## src/rtl/qrp_pkg.sv

```systemverilog
package qrp_pkg;

  typedef enum logic [1:0] {
    RM_NEAR = 2'd0,
    RM_ZERO = 2'd1,
    RM_DOWN = 2'd2,
    RM_UP   = 2'd3
  } rmode_e;

  localparam int FLAG_W  = 6;
  localparam int FLG_OVF = 3;
  localparam int FLG_UNF = 4;
  localparam int FLG_INX = 5;

endpackage

```

## src/rtl/qrp_inc_decide.sv

```systemverilog
module qrp_inc_decide
  import qrp_pkg::*;
#(
  parameter int WORD_W = 64
) (
  input  rmode_e            rmode_i,
  input  logic              sign_i,
  input  logic [WORD_W-1:0] extra_i,
  output logic              inc_o
);

  logic any_extra;
  assign any_extra = |extra_i;

  always_comb begin
    unique case (rmode_i)
      RM_NEAR: inc_o = extra_i[WORD_W-1];
      RM_ZERO: inc_o = 1'b0;
      RM_DOWN: inc_o = sign_i && any_extra;
      default: inc_o = !sign_i && any_extra;
    endcase
  end

endmodule

```

## src/rtl/qrp_jam_shift.sv

```systemverilog
module qrp_jam_shift #(
  parameter int WORD_W = 64,
  parameter int CNT_W  = 32
) (
  input  logic [WORD_W-1:0] hi_i,
  input  logic [WORD_W-1:0] lo_i,
  input  logic [WORD_W-1:0] ext_i,
  input  logic [CNT_W-1:0]  amt_i,
  output logic [WORD_W-1:0] hi_o,
  output logic [WORD_W-1:0] lo_o,
  output logic [WORD_W-1:0] ext_o
);

  localparam int TOT   = 3 * WORD_W;
  localparam int SAT_W = $clog2(TOT + 1);

  logic [TOT-1:0]   whole;
  logic [TOT-1:0]   moved;
  logic [TOT-1:0]   lost_mask;
  logic [SAT_W-1:0] amt_s;
  logic             sat;
  logic             sticky;

  assign whole = {hi_i, lo_i, ext_i};
  assign sat   = (amt_i >= CNT_W'(TOT));
  assign amt_s = amt_i[SAT_W-1:0];

  always_comb begin
    if (sat) begin
      moved     = '0;
      lost_mask = '1;
    end else begin
      moved     = whole >> amt_s;
      lost_mask = ~({TOT{1'b1}} << amt_s);
    end
    sticky = |(whole & lost_mask);
  end

  assign hi_o  = moved[TOT-1 -: WORD_W];
  assign lo_o  = moved[2*WORD_W-1 -: WORD_W];
  assign ext_o = {moved[WORD_W-1:1], moved[0] | sticky};

endmodule

```

## src/rtl/quad_round_pack.sv

```systemverilog
module quad_round_pack
  import qrp_pkg::*;
#(
  parameter int WORD_W = 64,
  parameter int EXP_W  = 32,
  parameter int FEXP_W = 15
) (
  input  logic                clk,
  input  logic                rst,
  input  logic                sign_i,
  input  logic [EXP_W-1:0]    exp_i,
  input  logic [WORD_W-1:0]   sig_hi_i,
  input  logic [WORD_W-1:0]   sig_lo_i,
  input  logic [WORD_W-1:0]   extra_i,
  input  logic [1:0]          rmode_i,
  input  logic                tiny_before_i,
  output logic [2*WORD_W-1:0] result_o,
  output logic [FLAG_W-1:0]   flags_o
);

  localparam int FRAC_HI_W = WORD_W - FEXP_W - 1;
  localparam int SIG_W2    = 2 * WORD_W;
  localparam int SH_TOT    = 3 * WORD_W;
  localparam logic [FEXP_W-1:0] EXP_INF = {FEXP_W{1'b1}};
  localparam logic [FEXP_W-1:0] EXP_MAXF = EXP_INF - FEXP_W'(1);
  localparam logic signed [EXP_W-1:0] OVF_EXP = EXP_W'((1 << FEXP_W) - 3);
  localparam logic signed [EXP_W-1:0] NEG_ONE = '1;
  localparam logic [WORD_W-1:0] HI_ONES =
    {{(WORD_W-FRAC_HI_W-1){1'b0}}, {(FRAC_HI_W+1){1'b1}}};
  localparam logic [WORD_W-1:0] HALF_EXT = {1'b1, {(WORD_W-1){1'b0}}};

  rmode_e rm;
  assign rm = rmode_e'(rmode_i);

  logic signed [EXP_W-1:0] e_s;
  assign e_s = $signed(exp_i);

  // increment deciders: [0] on the raw extra word, [1] after denormalization
  logic [WORD_W-1:0] dec_ext [2];
  logic [1:0]        dec_inc;
  logic [WORD_W-1:0] w_ext;

  assign dec_ext[0] = extra_i;
  assign dec_ext[1] = w_ext;

  for (genvar g = 0; g < 2; g++) begin : g_dec
    qrp_inc_decide #(.WORD_W(WORD_W)) u_dec (
      .rmode_i (rm),
      .sign_i  (sign_i),
      .extra_i (dec_ext[g]),
      .inc_o   (dec_inc[g])
    );
  end

  logic inc_pre, inc_fin;
  assign inc_pre = dec_inc[0];
  assign inc_fin = dec_inc[1];

  // overflow and tininess
  logic sig_full, sig_below, exp_neg, ovf_c, tiny_c;
  assign sig_full  = (sig_hi_i == HI_ONES) && (&sig_lo_i);
  assign sig_below = {sig_hi_i, sig_lo_i} < {HI_ONES, {WORD_W{1'b1}}};
  assign exp_neg   = e_s < 0;
  assign ovf_c     = (e_s > OVF_EXP) || ((e_s == OVF_EXP) && sig_full && inc_pre);
  assign tiny_c    = exp_neg && (tiny_before_i || (e_s < NEG_ONE) || !inc_pre || sig_below);

  // denormalization
  logic [EXP_W-1:0]  amt;
  logic [WORD_W-1:0] sh_hi, sh_lo, sh_ext;
  assign amt = exp_neg ? (EXP_W'(0) - exp_i) : '0;

  qrp_jam_shift #(.WORD_W(WORD_W), .CNT_W(EXP_W)) u_shift (
    .hi_i  (sig_hi_i),
    .lo_i  (sig_lo_i),
    .ext_i (extra_i),
    .amt_i (amt),
    .hi_o  (sh_hi),
    .lo_o  (sh_lo),
    .ext_o (sh_ext)
  );

  logic [SIG_W2-1:0] w_sig;
  logic [EXP_W-1:0]  w_exp;
  assign w_sig = exp_neg ? {sh_hi, sh_lo} : {sig_hi_i, sig_lo_i};
  assign w_ext = exp_neg ? sh_ext : extra_i;
  assign w_exp = exp_neg ? '0 : exp_i;

  // rounding and packing
  logic [SIG_W2-1:0] sig_up, fin_sig;
  logic [EXP_W-1:0]  fin_exp;
  logic [WORD_W-1:0] hi_word;
  logic              tie;

  assign tie = (rm == RM_NEAR) && (w_ext == HALF_EXT);

  always_comb begin
    sig_up = w_sig + SIG_W2'(1);
    if (tie) sig_up[0] = 1'b0;
    fin_sig = inc_fin ? sig_up : w_sig;
    fin_exp = (!inc_fin && (w_sig == '0)) ? '0 : w_exp;
    hi_word = {sign_i, {(WORD_W-1){1'b0}}}
            + (WORD_W'(fin_exp) << FRAC_HI_W)
            + fin_sig[SIG_W2-1:WORD_W];
  end

  logic [SIG_W2-1:0] res_c;
  logic [FLAG_W-1:0] flg_c;
  logic              to_maxf;

  assign to_maxf = (rm == RM_ZERO) || (sign_i && (rm == RM_UP)) || (!sign_i && (rm == RM_DOWN));

  always_comb begin
    flg_c = '0;
    if (ovf_c) begin
      flg_c[FLG_OVF] = 1'b1;
      flg_c[FLG_INX] = 1'b1;
      if (to_maxf)
        res_c = {sign_i, EXP_MAXF, {FRAC_HI_W{1'b1}}, {WORD_W{1'b1}}};
      else
        res_c = {sign_i, EXP_INF, {(SIG_W2-1-FEXP_W){1'b0}}};
    end else begin
      flg_c[FLG_UNF] = tiny_c && (sh_ext != '0);
      flg_c[FLG_INX] = (w_ext != '0);
      res_c = {hi_word, fin_sig[WORD_W-1:0]};
    end
  end

  always_ff @(posedge clk) begin
    if (rst) begin
      result_o <= '0;
      flags_o  <= '0;
    end else begin
      result_o <= res_c;
      flags_o  <= flg_c;
    end
  end


  rtz_no_inc_chk: assert property (@(posedge clk) disable iff (rst)
    (rm == RM_ZERO) |-> !inc_pre);


  ovf_range_chk: assert property (@(posedge clk) disable iff (rst)
    ovf_c |-> (e_s >= OVF_EXP));


  ovf_flag_chk: assert property (@(posedge clk) disable iff (rst)
    flags_o[FLG_OVF] |-> (flags_o[FLG_INX] && !flags_o[FLG_UNF]));


  rtz_sat_chk: assert property (@(posedge clk) disable iff (rst)
    (flags_o[FLG_OVF] && ($past(rmode_i) == 2'd1)) |-> (result_o[SIG_W2-2 -: FEXP_W] == EXP_MAXF));


  shift_sat_chk: assert property (@(posedge clk) disable iff (rst)
    (exp_neg && (amt >= EXP_W'(SH_TOT))) |-> ((sh_hi == '0) && (sh_lo == '0)));


  unf_inx_chk: assert property (@(posedge clk) disable iff (rst)
    flags_o[FLG_UNF] |-> flags_o[FLG_INX]);

endmodule

```

## config.mk

```make
export PLATFORM = sky130hd
export DESIGN_NAME = quad_round_pack
export DESIGN_NICKNAME = d
export VERILOG_FILES = /design/src/rtl/qrp_pkg.sv /design/src/rtl/qrp_inc_decide.sv /design/src/rtl/qrp_jam_shift.sv /design/src/rtl/quad_round_pack.sv
export SDC_FILE = /design/constraint.sdc
export NUM_CORES = 2
export LEC_CHECK = 0
export ABC_AREA = 1
export BUFFER_PORTS_ARGS = -buffer_cell sky130_fd_sc_hd__buf_2
export CORE_AREA = 8 8 344 346
export DETAILED_ROUTE_END_ITERATION = 10
export DIE_AREA = 0 0 352 354
export SETUP_SLACK_MARGIN = 0.02
export SLEW_MARGIN = 20
export SYNTH_ARGS = -nofsm -noshare
export SYNTH_HDL_FRONTEND = slang
export SYNTH_SLANG_ARGS = --single-unit
```

## constraint.sdc

```tcl
create_clock -name clk -period 12.1 [get_ports clk]
set_input_delay 1.815 -clock clk [delete_from_list [all_inputs] [get_ports clk]]
set_output_delay 1.815 -clock clk [all_outputs]
set_load 0.02 [all_outputs]
```

-- After elaboration in Yosys (flattened, before gate mapping)
Cells that the tools add are included.
- add/sub/neg operators: 4
- order comparisons: 5
- eq/ne operators: 6
- shift-type cells: 2
- muxes and demuxes: 15
- bitwise operators: 3
- reductions and logical operators: 31
- operator list (operator ; number):
    $mux W128 ; 3
    $mux W192 ; 2
    $and A192 B192 Y192 ; 1
    $not A192 Y192 ; 1
    $reduce_or A192 Y1 ; 1
    $shl A192 B8 Y192 const A ; 1
    $shr A192 B8 Y192 ; 1
    $add A128 B1 Y128 const B ; 1
    $add A64 B64 Y64 ; 2
    $logic_not A128 Y1 ; 1
    $lt A128 B113 Y1 const B ; 1
    $reduce_bool A64 Y1 ; 2
    $reduce_or A64 Y1 ; 2
    $mux W113 ; 1
    $eq A64 B49 Y1 const B ; 1
    $eq A64 B64 Y1 const B ; 1
    $lt A32 B1 Y1 const B ; 2
    $mux W64 ; 1
    $reduce_and A64 Y1 ; 1
    $eq A32 B16 Y1 const B ; 1
    $ge A32 B8 Y1 const B ; 1
    $gt A32 B16 Y1 const B ; 1
    $mux W16 ; 2
    $mux W32 ; 1
    other kinds (11) ; 34
- register bits after elaboration: 134
- input port bits: 230
- output and inout port bits: 134

-- Logic depth before layout (Yosys ltp)
- word-level depth: 18
- gate-level depth with buffers: 60

-- Modules after synthesis
Synthesis repeated with hierarchy kept, for this count alone.
- cells, all modules: 7123
- area total of the unflattened synthesis: 34639.5 sq um
- modules (own cells, without submodules) (module ; instances ; cells each ; area each (sq um) ; seq. area each (sq um)):
    qrp_jam_shift ; 1 ; 4254 ; 19229.7 ; 0.0
    quad_round_pack ; 1 ; 2727 ; 14871.8 ; 2622.5
    qrp_inc_decide ; 2 ; 71 ; 269.0 ; 0.0

-- Worst setup path before layout
OpenSTA, ideal clock, no wires.
- path kind: input to register
- from: input exp_i[0]
- to: register result_o[127]
- arrival time: 7.992 ns
- slack: 3.995 ns
- stages: 54
- path through: buf_4 > inv_2 > ha_1 > nand2_1 > nor2_2 > nand2_1 > nor2_2 > nand3_1 > nand3_1 > nand2_1 > nor2_1 > nand2_1 > nor2_4 > nand2_4 > buf_6 > buf_6 > buf_8 > nor3_4 > (+18 left out) > nor2_1 > nor2_1 > nor2_1 > o21ai_0 > and2_1 > nor2_1 > o21bai_1 > nand3_1 > nand2_1 > nand2_1 > inv_1 > nor2_1 > nor2_1 > nor2_1 > inv_1 > nand3_1 > nand3_1 > nand2_1
- word-level cells in the longest chain between the ends: 18
- elaborated cells between the ends (all ways): 33
- those cells by class: add/sub: 4; order compare: 3; eq/ne: 1; shift: 2; mux: 10; bitwise: 3; reduce/logical: 10
- ends and longest elaborated chain (element ; line ; RTL):
    start, declared ; quad_round_pack.sv:11 ; input logic [EXP_W-1:0] exp_i,
    $sub A1 B32 Y32 / $lt A32 B1 Y1 (equally long branches) ; quad_round_pack.sv:70, quad_round_pack.sv:63 ;
    $mux W32 ; quad_round_pack.sv:70 ; assign amt = exp_neg ? (EXP_W'(0) - exp_i) : '0;
    $shl A192 B8 Y192 ; qrp_jam_shift.sv:34 ; lost_mask = ~({TOT{1'b1}} << amt_s);
    $not A192 Y192 ; qrp_jam_shift.sv:34 ;
    $mux W192 ; qrp_jam_shift.sv:29 ; if (sat) begin
    $and A192 B192 Y192 ; qrp_jam_shift.sv:36 ; sticky = |(whole & lost_mask);
    $reduce_or A192 Y1 ; qrp_jam_shift.sv:36 ;
    $or A1 B1 Y1 ; qrp_jam_shift.sv:41 ; assign ext_o = {moved[WORD_W-1:1], moved[0] | sticky};
    (+2 left out) ; -- ;
    $logic_and A1 B1 Y1, on equally long branches ; qrp_inc_decide.sv:20, qrp_inc_decide.sv:19 ;
    $pmux W1 S3 ; qrp_inc_decide.sv:16 ; unique case (rmode_i)
    $logic_not A1 Y1 ; quad_round_pack.sv:100 ; fin_exp = (!inc_fin && (w_sig == '0)) ? '0 : w_exp;
    $logic_and A1 B1 Y1 ; quad_round_pack.sv:100 ;
    $mux W16 ; quad_round_pack.sv:100 ;
    $add A64 B64 Y64 ; quad_round_pack.sv:102 ; + (WORD_W'(fin_exp) << FRAC_HI_W)
    $add A64 B64 Y64 ; quad_round_pack.sv:103 ; + fin_sig[SIG_W2-1:WORD_W];
    $mux W128 * ; quad_round_pack.sv:114 ; if (ovf_c) begin
    end signal, assigned ; quad_round_pack.sv:133 ; result_o <= res_c;
    end, declared ; quad_round_pack.sv:17 ; output logic [2*WORD_W-1:0] result_o,
Every way passes the cells marked *; elsewhere a longest branch is shown, timed or not.
A chain may end at the register's enable or synchronous reset.

-- Final worst setup path
- from: input exp_i[31]
- to: register result_o[127]
- word-level cells in the longest chain between the ends: 18
- elaborated cells between the ends (all ways): 33
- those cells by class: add/sub: 4; order compare: 3; eq/ne: 1; shift: 2; mux: 10; bitwise: 3; reduce/logical: 10
- ends and longest elaborated chain (element ; line):
    branches (longest 17 deep; another with $sub A1 B32 Y32) ; --
    $mux W128 * ; quad_round_pack.sv:114
Mark *: on every way between the ends.

==> impl_metrics.yaml <==
finish:
  layout_common_cells: "nand2_1, nand3_1, nor2_1"
  finish.instance_area_um2: 38000
  mostFrequentLayoutCell: "nand2_1"
  drive_gt1_frac: 0.118
  syn_to_final_growth_pct: 13.1
  nets: 7411
setup_path:
  critPathMaxStageDelay_ns: 0.81
  arrival_ns: 10.94
  cp_common_cell: "nor2_1"
  critical_path_class: "in2reg"
  cp_max_fo: 61
  worstSetupStartpointType: "primary input"
  critPathRequiredTime_ns: 12.45
  crit_start: "exp_i[31]"
  cp.depth: 48
  path_buf_inv: 10
  crit_slowest_cell: "nor4_1"
  crit_family: "simple AND/OR/NAND/NOR gates"
  end_kind: "flip-flop"
  crit_end: "result_o[127]"
cts:
  cts_hold_buffers: 0
  clock_sinks: 131
  clk_pin_slew_ns: 0.07
  cts_tree: "done"
  cts_resized: 0
  cts_setup_buffers: 0
  clockRootBuffer: "clkbuf_16"
  numCtsBuffers: 17
  clock_path_buffers: 2
  htreeDepth: 4
synthesis:
  synth_top_family_by_area: "simple AND/OR/NAND/NOR gates"
  synth_async_sr_flop_share: 0
  synth_flop_cell: "dfxtp_1"
  synth_edf_count: 0
  synth_fa_ha_area_frac: 0.0136
  yosys_warnings: 0
  synth_compound_area_frac: 0.119
  synth_mux_area_frac: 0.000298
  yosys.area_share.simple: 0.638
  netlist-cell-type-count: 59
  yosys.area_share.xor_xnor: 0.0261
  ys_seq_area_frac: 0.0781
  syn_area_um2: 33600
  synth.avg_cell_area_um2: 4.83
  ys_ff_latch: 131
  synthCells: 6950
power:
  power_density_nw_per_um2: 72.1
  peakVddDrop_v: 0.0000934
  cellLeakagePower_nw: 18.8
global_route:
  grt_overflow_total: 0
  grt_antenna_before_repair: 28
  grt_usage: 0.377
  grt_pass1_vias: 46582
  grt_pass1_wl_um: 346000
  grt_max_degree: 169
drt:
  drt_wl_total_um: 248000
  vias: 49807
  post-route-drc-count: 0
  wl_per_cell_um: 28.6
  drt-initial-drc-count: 6674
  drtPass1Iterations: 7
  drt-vias-per-instance: 5.74
  ant_nets: 0
sta:
  whs_ns: 1.62
  finalCritPeriodShare: 0.875
  fmax_ghz: 0.0944
  setup_viol: 0
  finalSetupTns_ns: 0
  rsz0062_at_grt: "false"
  tightest_slew_ns: 1.20
  layout_min_cycle_time_ns: 10.59
  final-max-slew-violation-count: 0
  finalHoldViolations: 0
  max_slew_margin: 0.195
floorplan:
  rows: 124
  initial_utilization: 0.297
  ios: 364
  core_area_um2: 113000
  fp.dieW_um: 352
  die_area_um2: 125000
  die_h_um: 354
outcome:
  outcome: "finished clean"
flow_run:
  cap_violations: 0
worst_hold_path:
  worst_hold_path_type: "in2reg"
  hold_depth: 3
placement:
  dpl.hpwl_um: 207000
  place_area_um2: 37400
  portBuffers: 360
  gp_congestion: 1.12
-- cells in the mapped netlist (66+ instances only) --
master	instances	area, um2
xor2_1	95	832
clkbuf_1	133	499
o21ai_1	66	330
inv_2	94	353
inv_1	513	1930
buf_1	74	278
nor3_1	90	450
nand2_1	2654	9960
a21oi_1	79	395
nand4_1	132	826
o21ai_0	480	2400
nand3_1	1145	5730
nor2_1	666	2500
buf_2	164	821
dfxtp_1	131	2620
-- layout make-up --
class	instances	area, um2
repair buffers	579	3650
inverters	615	2330
clock buffers	19	453
fillers	13569	75100
multi-input cells	5801	26900
flip-flops and latches	131	2620
well taps	1512	1890
diodes	11	27.5
clock inverters	13	149
-- sequential cells by signal, indices dropped and copies added, names as in the netlist --
| name | cells |
|---|---|
| result_o | 128 |
| flags_o | 3 |
-- stage by stage --
step	utilization	total power [W]	setup WS, ns	std cells
3_5_place_dp	0.330	0.00214	1.34	8638
3_3_place_gp	0.330	0.00216	1.10	8638
5_1_grt	0.336	0.00287	1.08	8672
4_1_cts	0.336	0.00268	1.82	8670
6_report	0.336	0.00274	1.51	8681
2_1_floorplan	-	0.00145	3.99	6952
-- logic make-up after synthesis --
kind of cell | count (synthesis)
AOI/OAI and AO/OA | 739
xor gates and xnor gates | 100
adders and majority gates | 36
buffers and inverters | 1020
DFF | 131
muxes | 1
other | 1
and+or+nand+nor | 4922
-- worst min-delay path by stage --
stage,from,end,slack [ns]
after CTS,sign_i,result_o[127],1.58
after global routing,sign_i,result_o[127],1.65
after global placement,sign_i,result_o[127],2.09
after floorplan,rst,flags_o[3],1.91
after detailed placement,sign_i,result_o[127],2.08
final,sign_i,result_o[127],1.62
-- routing by layer --
layer	vias to the layer above	GRT usage	routed length, um
li1	23013	-	-
met1	23216	0.468	98900
met2	2935	0.589	107000
met3	625	0.0782	22900
met4	18	0.246	19400
met5	-	0	123
-- where the power goes --
group,internal [W],switching (W)
combinational,0.000428,0.00132
sequential,0.000455,0.00000615
clock,0.000316,0.000211
No activity file was read; power rests on OpenSTA's default activity.
